===== config.mk =====
export PLATFORM = sky130hd
export DESIGN_NAME = gpio_change_irq
export DESIGN_NICKNAME = d
export VERILOG_FILES = /design/src/rtl/gpio_irq_pkg.sv /design/src/rtl/gpio_irq_ctrl.sv /design/src/rtl/gpio_irq_datapath.sv /design/src/rtl/gpio_change_irq.sv
export SDC_FILE = /design/constraint.sdc
export NUM_CORES = 1
export LEC_CHECK = 0
export BUFFER_PORTS_ARGS = -buffer_cell sky130_fd_sc_hd__clkbuf_2
export CORE_MARGIN = 1
export CORE_UTILIZATION = 50
export CTS_CLUSTER_DIAMETER = 200
export DETAILED_ROUTE_END_ITERATION = 7
export GPL_ROUTABILITY_DRIVEN = 0
export PLACE_DENSITY = 0.83
export SKIP_LAST_GASP = 1
export SLEW_MARGIN = 20
export SYNTH_ARGS = -nofsm -noshare
export SYNTH_HDL_FRONTEND = slang
export SYNTH_SLANG_ARGS = --single-unit

===== constraint.sdc =====
create_clock -name clk -period 3.6 [get_ports clk]
set_input_delay 0.36 -clock clk [delete_from_list [all_inputs] [get_ports clk]]
set_output_delay 0.36 -clock clk [all_outputs]
set_load 0.02 [all_outputs]

===== src/rtl/gpio_irq_pkg.sv =====
package gpio_irq_pkg;
  localparam int unsigned NumPorts = 8;
  localparam int unsigned PortW    = 8;
  localparam int unsigned IdxW     = (NumPorts > 1) ? $clog2(NumPorts) : 1;
  localparam int unsigned PinCount = NumPorts * PortW;

  typedef struct packed {
    logic                rdFire;
    logic [IdxW-1:0]     rdIdx;
    logic [NumPorts-1:0] clrPort;
    logic                primed;
  } ctrlStrobes_t;
endpackage


===== src/rtl/gpio_irq_ctrl.sv =====
module gpio_irq_ctrl
  import gpio_irq_pkg::*;
(
  input  logic            clk,
  input  logic            rstN,
  input  logic            rdStrobe,
  input  logic [IdxW-1:0] rdPort,
  output ctrlStrobes_t    strb
);
  logic primedQ;

  // Baseline flag: the first sample after reset only seeds the history.
  always_ff @(posedge clk) begin
    if (!rstN) primedQ <= 1'b0;
    else       primedQ <= 1'b1;
  end

  logic [NumPorts-1:0] clrDec;
  for (genvar p = 0; p < NumPorts; p++) begin : g_dec
    assign clrDec[p] = rdStrobe && (rdPort == IdxW'(p));
  end

  always_comb begin
    strb.rdFire  = rdStrobe;
    strb.rdIdx   = rdPort;
    strb.clrPort = clrDec;
    strb.primed  = primedQ;
  end
endmodule


===== src/rtl/gpio_irq_datapath.sv =====
module gpio_irq_datapath
  import gpio_irq_pkg::*;
(
  input  logic                clk,
  input  logic                rstN,
  input  ctrlStrobes_t        strb,
  input  logic [PinCount-1:0] pinLevel,
  input  logic [PinCount-1:0] pwmRouted,
  input  logic [PinCount-1:0] pwmLevel,
  input  logic [PinCount-1:0] maskBits,
  output logic [PortW-1:0]    rdData,
  output logic                irq,
  output logic [PinCount-1:0] statusFlat
);
  logic [NumPorts-1:0][PortW-1:0] statusQ;

  for (genvar p = 0; p < NumPorts; p++) begin : g_port
    logic [PortW-1:0] watched;
    logic [PortW-1:0] prevQ;
    logic [PortW-1:0] change;

    assign watched = (pwmRouted[p*PortW +: PortW] & pwmLevel[p*PortW +: PortW])
                   | (~pwmRouted[p*PortW +: PortW] & pinLevel[p*PortW +: PortW]);
    assign change  = strb.primed ? (watched ^ prevQ) : '0;

    always_ff @(posedge clk) begin
      if (!rstN) begin
        prevQ      <= '0;
        statusQ[p] <= '0;
      end else begin
        prevQ      <= watched;
        // Clear first, then merge, so a same-edge event survives the read.
        statusQ[p] <= (strb.clrPort[p] ? '0 : statusQ[p]) | change;
      end
    end

    assign statusFlat[p*PortW +: PortW] = statusQ[p];
  end

  always_ff @(posedge clk) begin
    if (!rstN)            rdData <= '0;
    else if (strb.rdFire) rdData <= statusQ[strb.rdIdx];
  end

  assign irq = |(statusFlat & ~maskBits);
endmodule


===== src/rtl/gpio_change_irq.sv =====
module gpio_change_irq
  import gpio_irq_pkg::*;
(
  input  logic                clk,
  input  logic                rstN,
  input  logic [PinCount-1:0] pinLevel,
  input  logic [PinCount-1:0] pwmRouted,
  input  logic [PinCount-1:0] pwmLevel,
  input  logic [PinCount-1:0] maskBits,
  input  logic                rdStrobe,
  input  logic [IdxW-1:0]     rdPort,
  output logic [PortW-1:0]    rdData,
  output logic                irq
);
  ctrlStrobes_t        strb;
  logic [PinCount-1:0] statusFlat;

  gpio_irq_ctrl u_ctrl (
    .clk      (clk),
    .rstN     (rstN),
    .rdStrobe (rdStrobe),
    .rdPort   (rdPort),
    .strb     (strb)
  );

  gpio_irq_datapath u_dp (
    .clk        (clk),
    .rstN       (rstN),
    .strb       (strb),
    .pinLevel   (pinLevel),
    .pwmRouted  (pwmRouted),
    .pwmLevel   (pwmLevel),
    .maskBits   (maskBits),
    .rdData     (rdData),
    .irq        (irq),
    .statusFlat (statusFlat)
  );
endmodule


Word level (Yosys, flattened, before mapping)
Index checks and enable logic that the tools add are counted.
{"block": "totals", "regBits": 137, "latchBits": 0, "ramBits": 0, "mem_bits_ro": 0, "out_inout_bits": 9, "elab_cells": 105, "mem_count": 0}
{"block": "classes", "n_addsub": 0, "n_mul": 0, "div": 0, "magnitude_cmp": 1, "n_eq_ne": 7, "shifts": 0, "muxes": 19, "n_bitwise": 50, "reduce_logical": 10}
{"operator": "8-bit 2-to-1 mux", "n": 17}
{"operator": "8-bit AND", "n": 16}
{"operator": "8-bit bitwise OR", "n": 16}
{"operator": "64-bit AND", "n": 1}
{"operator": "64-bit inverter", "n": 1}
{"operator": "8-bit inverter", "n": 8}
{"operator": "64-bit OR reduction", "n": 1}
{"operator": "8-bit XOR", "n": 8}
{"operator": "8-bit binary-select mux with 3-bit select", "n": 1}
{"operator": "3-bit == test (second input constant)", "n": 4}
{"operator": "1-bit logical AND", "n": 8}
{"operator": "3-bit by 2-bit == test with 1-bit output (second input constant)", "n": 2}
{"operator": "3-bit by 4-bit less-than comparator with 1-bit output (second input constant)", "n": 1}
{"operator": "3-bit by 1-bit == test with 1-bit output (second input constant)", "n": 1}
{"operator": "3-bit logical NOT", "n": 1}
{"operator": "1-bit 2-to-1 mux", "n": 1}

Depth between registers and ports, before layout
Gate-level depths: netlist (run 1).
{"block": "logic_depth", "word_depth": 6, "ltp_mapped": 6, "mapped_depth_nobuf": 4}

Cells and area by module
Synthesis (run 1) repeated with hierarchy kept, for this count alone.
{"block": "hier_totals", "cells_unflattened": 673, "hier_area_um2": 6757.7}
{"module": "gpio_irq_datapath", "instances": 1, "cells_each": 659, "area_per_inst_um2": 6603.8, "seq_area_each_um2": 2722.6}
{"module": "gpio_irq_ctrl", "instances": 1, "cells_each": 14, "area_per_inst_um2": 153.9, "seq_area_each_um2": 20.0}

Least setup slack after synthesis (run 1)
Ideal clock, no wire load.
{"block": "synth_timing", "path_kind": "input to register", "start": "input rdPort[1]", "end": "register u_dp.rdData[1]", "t_arrival_ns": 1.398, "t_required_ns": 3.483, "path_slack_ns": 2.085, "path_stages": 5, "path_buffers": 2, "cell_sequence": "buf_4 -> buf_4 -> mux4_2 -> o22ai_1 -> nor2_1"}
{"block": "synth_via", "elab_chain_len": 2}
{"element": "start, declared", "line": "gpio_change_irq.sv:11", "source": "input logic [IdxW-1:0] rdPort,"}
{"element": "8-bit binary-select mux with 3-bit select", "line": "gpio_irq_datapath.sv:42", "source": "else if (strb.rdFire) rdData <= statusQ[strb.rdIdx];"}
{"element": "8-bit 2-to-1 mux (not written as such)", "line": "gpio_irq_datapath.sv:42"}
{"element": "end signal, assigned", "line": "gpio_irq_datapath.sv:42"}
{"element": "end, declared", "line": "gpio_irq_datapath.sv:11", "source": "output logic [PortW-1:0] rdData,"}
Every way passes these cells. The select of a mux whose other input is x is not followed.
A chain may end at the register's enable or synchronous reset.

Final worst setup path (run 1)
{"block": "layout_timing", "start": "register u_dp.statusQ, in the netlist u_dp.statusFlat[51]", "end": "output irq"}
{"block": "layout_via", "elab_chain_len": 2}
{"element": "start, declared", "line": "gpio_irq_datapath.sv:15", "source": "logic [NumPorts-1:0][PortW-1:0] statusQ;"}
{"element": "start signal, assigned by index", "line": "gpio_irq_datapath.sv:33", "source": "statusQ[p] <= (strb.clrPort[p] ? '0 : statusQ[p]) | change;"}
{"element": "64-bit AND", "line": "gpio_irq_datapath.sv:45", "source": "assign irq = |(statusFlat & ~maskBits);"}
{"element": "64-bit OR reduction", "line": "gpio_irq_datapath.sv:45"}
{"element": "end, declared", "line": "gpio_change_irq.sv:13", "source": "output logic irq"}
Every way passes these cells.

==> run summary, run 1 <==
post-CTS sizing: 0
Core Area: 12600 um2
Seq cells post-synth: 137
Final Max Tran Viols: 0
CP bufs+invs: 2
Die X: 116 um
Data arrival, critical path: 2.04 ns
Worst Path Max Fanout: 3
Net Sw Frac: 0.243
Post-Syn Area: 6460 um2
Overall Power: 4.23 mW
largest net degree at the start of global routing: 111
via count: 5647
Crit Path Category: register to output pin
detail-routed net length per standard cell: 17.1 um
post-CTS setup buffer count: 0
sequential fraction of design power: 0.417
met2 GRT Util: 0.480
Max Clock Skew: 0.00647 ns
post-route ant nets: 0
Worst setup EP type: output pin
CTS clk-pin slew, worst paths: 0.06 ns
global-route met1 utilization: 0.335
CTS root buffer: clkbuf_16
layout cells sized above 1: 0.355
setup TNS: 0 ns
CP delay by family, top: simple AND/OR/NAND/NOR gates
DRT Pass-1 Iters: 5
worst vdd ir: 0.000303 V
Final Hold Viols: 0
Int Power: 3.20 mW
clock latency on the worst-skew pair: 0.42 ns
Post-Syn Area per Cell: 10.3 um2
initial core utilization: 0.512
placed insts: 1041
flop2flop setup slack: 1.95 ns
Seq/Total Area, Yosys: 0.425
CP Cell Sequence: inv_1, o2111ai_1, nor4_1, nand4_1, clkbuf_2
fmax: 0.416 GHz
CTS max path bufs: 2
# setup viols final: 0
Hold WC Path Type: primary input to register
Hold Path Cell Cnt: 3
R2R depth: 3
n_diodes: 0
nets: 1150
# hold bufs at CTS: 0
WHS Endpoint: u_dp.g_port[6].prevQ[2]$_SDFF_PN0_
CTS Buf Count: 17
clock power share: 0.425
min Tclk post-route: 2.40 ns
I/O pin total: 271
status: finished clean
row count: 41
most common cell after layout, fill and taps aside: clkbuf_2
Worst Max-Slew Pin Slew: 0.912 ns
GRT Resource Usage Total: 0.281
R2R Path Start: u_ctrl.primedQ$_DFF_P_
CTS Sinks: 137
CP Launch Point: u_dp.statusFlat[51]$_SDFF_PN0_
Vert. Die Dim: 116 um
Post-route DRC: 0
Synthesized Nets: 889
grt ovf: 0
Area growth syn-to-layout: 32.2%
most frequent cells in the layout: clkbuf_2 (269), dfxtp_1 (136), nor2b_1 (131)
PD cells: 495 nW/um2
slowest CP cell: nor4_1
worst hold start: pinLevel[50]
Max-cap violations: 0
Synth cell types: 23
DR iter-0 viols: 463
Final period util: 0.668
Comb pwr share: 0.157
drt via density: 5.26
global-route wire length before repair: 27.6 mm
non-filler cells in the finished layout: 1073
final worst slack: 1.20 ns
Setup Slack @ Placement: 1.52 ns
DRT Wirelength: 18.4 mm
GR met3 Demand/Resource: 0.0711
Post-Route Utilization: 0.677
Worst setup SP type: register
vias in the first global route: 5358
RSZ-0062 raised after global routing: false
global route hottest layer: met2
initial antenna violation count: 1
CTS tree: done
Leak: 3.83 nW
Mapped Cells: 627
Post-DP HPWL: 14.4 mm
I/O Buffers: 270
worst r2r dst: u_dp.statusFlat[0]$_SDFF_PN0_
Die Area: 13400 um2
WP data required: 3.24 ns
H-tree Lvls: 4
switching pwr: 1.03 mW
Slew Limit Headroom: 0.392
max incr delay on CP: 0.54 ns
yosys warns: 0
==> how the worst max path moves through the flow <==
stage / slack (ns) / cells after the start / end
final: 1.20 / 5 / irq
after global routing: 1.06 / 5 / irq
after CTS: 1.18 / 5 / irq
after detailed placement: 1.52 / 6 / irq
after global placement: 1.55 / 6 / irq
after floorplan: 2.09 / 5 / u_dp.rdData[1]$_SDFFE_PN0P_
==> worst min-delay path, cell delays in order <==
cell and delay, ns:
clkbuf_2 0.07, mux2i_1 0.08, nor2b_1 0.11
==> stage by stage <==
| step | hold WS [ns] | cell area, um2 |
|---|---|---|
| 3_5_place_dp | 0.486 | 7920 |
| 5_1_grt | 0.256 | 8540 |
| 2_1_floorplan | 0.388 | 6460 |
| 3_3_place_gp | 0.479 | 7920 |
| 6_report | 0.239 | 8540 |
| 4_1_cts | 0.234 | 8540 |
==> layout make-up <==
class	instances	area, um2
Clock inverter	7	113
Clock buffer	25	505
Fill cell	1012	4080
Inverter	16	60.1
Tap cell	172	215
Multi-Input combinational cell	444	3520
Sequential cell	137	2740
Timing Repair Buffer	272	1380
==> per-layer routing <==
layer | routed length, um | part of all wire
met1 | 7120 | 0.39
met4 | 588 | 0.032
met2 | 8940 | 0.49
met5 | 0 | 0
met3 | 1720 | 0.094
==> state kept, by name, summed over array words and instances (netlist names) <==
name               count
u_dp.statusFlat       64
u_ctrl.primedQ         1
u_dp.g_port.prevQ     64
u_dp.rdData            8
==> kinds of logic (layout without fill, tap and decap cells) <==
logic type             after synthesis  count (layout)  share of synthesized area
multiplexers                        80              80                      0.155
AO/OA/AOI/OAI                       96              96                      0.110
XOR/XNOR                            64              64                     0.0868
flip-flops                         137             137                      0.425
buffers and inverters               46             320                     0.0296
AND/OR/NAND/NOR                    204             204                      0.194
==> synthesized netlist by cell type (all sizes together) <==
master | count | area (um2)
dfxtp | 137 | 2740
nor2b | 131 | 820
a22oi | 64 | 480
mux2i | 64 | 641
xnor2 | 64 | 561
nand2b | 50 | 320
clkbuf | 24 | 90.1
inv | 16 | 60.1
mux4 | 16 | 360
o2111ai | 16 | 140
nor2 | 8 | 30.0
o21ai | 8 | 40.0
o22ai | 8 | 50.1
buf | 6 | 41.3
nand2 | 4 | 17.5
nor4 | 4 | 25.0
nand3 | 3 | 15.0
nand4 | 2 | 12.5
or3 | 2 | 12.5
==> power groups by stage <==
stage	Combinational [mW]	Clock, mW	Sequential [mW]
CTS	0.669	1.82	1.76
global placement	0.649	0	1.79
detailed placement	0.663	0	1.79
finish	0.664	1.80	1.76
floorplan	0.423	0	1.74
global route	0.734	1.87	1.77
No activity file was read; power rests on OpenSTA's default activity.
==> run 2: changes to the inputs <==
CORE_UTILIZATION = 48   (was 50)
PLACE_DENSITY = 0.8   (was 0.83)
clock period = 2.4 ns   (was 3.6 ns; I/O delays follow)
==> run summary, run 2 (synthesized netlist as in run 1, its figures left out) <==
GRT Resource Usage Total: 0.279
met2 wire len: 9.13 mm
Final period util: 0.931
Final Max Tran Viols: 0
CTS Sinks: 137
setup TNS: 0 ns
I/O Buffers: 270
post-CTS setup buffer count: 0
n_diodes: 0
Leak: 3.79 nW
grt ovf: 0
CTS clk-pin slew, worst paths: 0.06 ns
design area: 8470 um2
post-route ant nets: 0
I/O pin total: 271
post-CTS sizing: 0
Post-route DRC: 0
via count: 5761
Crit Path Category: register to output pin
largest net degree at the start of global routing: 75
CTS tree: done
status: finished clean
WP data required: 2.16 ns
DR iter-0 viols: 546
Int Power: 4.36 mW
# setup viols final: 0
Die X: 118 um
row count: 42
most common cell after layout, fill and taps aside: clkbuf_2
layout cells sized above 1: 0.358
vias in the first global route: 5430
Data arrival, critical path: 1.99 ns
min Tclk post-route: 2.23 ns
Hold WC Path Type: primary input to register
Slew Limit Headroom: 0.560
RSZ-0062 raised after global routing: false
Post-DP HPWL: 14.9 mm
initial core utilization: 0.490
DRT Wirelength: 18.9 mm
detail-routed net length per standard cell: 17.5 um
Final Hold Viols: 0
worst vdd ir: 0.000476 V
Max-cap violations: 0
sequential fraction of design power: 0.441
H-tree Lvls: 4
Die Area: 13900 um2
CTS max path bufs: 2
Worst setup EP type: output pin
clock latency on the worst-skew pair: 0.43 ns
CTS root buffer: clkbuf_16
drt via density: 5.33
Max Clock Skew: 0.00942 ns
Worst Path Max Fanout: 3
fmax: 0.447 GHz
M1 WL: 7.38 mm
initial antenna violation count: 0
WL met3: 1.64 mm
PD cells: 705 nW/um2
Max Used Layer: met4
nets: 1153
Post-Route Utilization: 0.642
Core Area: 13200 um2
Post-DP Area: 7940 um2
DRT Pass-1 Iters: 7
CTS Buf Count: 17
Area growth syn-to-layout: 31.1%
# hold bufs at CTS: 0
most frequent cells in the layout: clkbuf_2 (269), dfxtp_1 (136), nor2b_1 (131)
Net Sw Frac: 0.269
Vert. Die Dim: 118 um
global-route wire length before repair: 28.8 mm
Comb pwr share: 0.172
Worst Max-Slew Pin Slew: 0.660 ns
Overall Power: 5.97 mW
switching pwr: 1.60 mW
clock power share: 0.387
Worst setup SP type: register
run 2: cell count changes in the layout (fill, tap and decap cells not counted), sizes merged:
cell      previous run  this run
bufinv               3         0
clkinvlp             1         3
clkinv               3         9
buf                  3         6
clkbuf             294       289
run 2: final cells by class:
class                      count  area, um2
fill                        1157       4720
multi-input combinational    444       3520
sequential                   137       2740
timing repair buffer         275       1390
clock buffer                  20        447
tap                          176        220
clock inverter                12       78.8
inverter                      16       60.1
run 2: critical path: stages (launching register included):
cell and delay (ns):
dfxtp_1 0.34, inv_1 0.12, o2111ai_1 0.25, nor4_1 0.47, nand4_1 0.18, clkbuf_2 0.21
run 2: metal layers:
| layer | vias up | track usage |
|---|---|---|
| met5 | - | 0 |
| met4 | 0 | 0.146 |
| met3 | 45 | 0.0809 |
| met2 | 320 | 0.457 |
| met1 | 2672 | 0.330 |
| li1 | 2724 | - |
run 2: power by group through the flow:
stage | clock [mW] | combinational (mW) | sequential [mW]
finish | 2.31 | 1.03 | 2.63
CTS | 2.33 | 1.03 | 2.62
detailed placement | 0 | 1.02 | 2.67
global route | 2.44 | 1.12 | 2.64
global placement | 0 | 1.01 | 2.66
floorplan | 0 | 0.634 | 2.61
run 2: worst paths after layout:
check | slack (ns) | cells after the start | start | end
worst max-delay path | 0.17 | 5 | u_dp.statusFlat[18]$_SDFF_PN0_ | irq
worst min-delay path | 0.11 | 3 | pinLevel[63] | u_dp.g_port[7].prevQ[7]$_SDFF_PN0_
worst max register to register | 0.93 | 3 | u_ctrl.primedQ$_DFF_P_ | u_dp.statusFlat[23]$_SDFF_PN0_
worst min register to register | 0.51 | 2 | u_dp.rdData[2]$_SDFFE_PN0P_ | u_dp.rdData[2]$_SDFFE_PN0P_
run 2: stage by stage:
step           setup slack, ns  instances  hold slack (ns)
2_1_floorplan             1.01        627            0.268
3_3_place_gp             0.593       1048            0.482
3_5_place_dp             0.555       1048            0.487
4_1_cts                  0.231       1080            0.105
5_1_grt                  0.162       1080            0.108
6_report                 0.165       1080            0.112
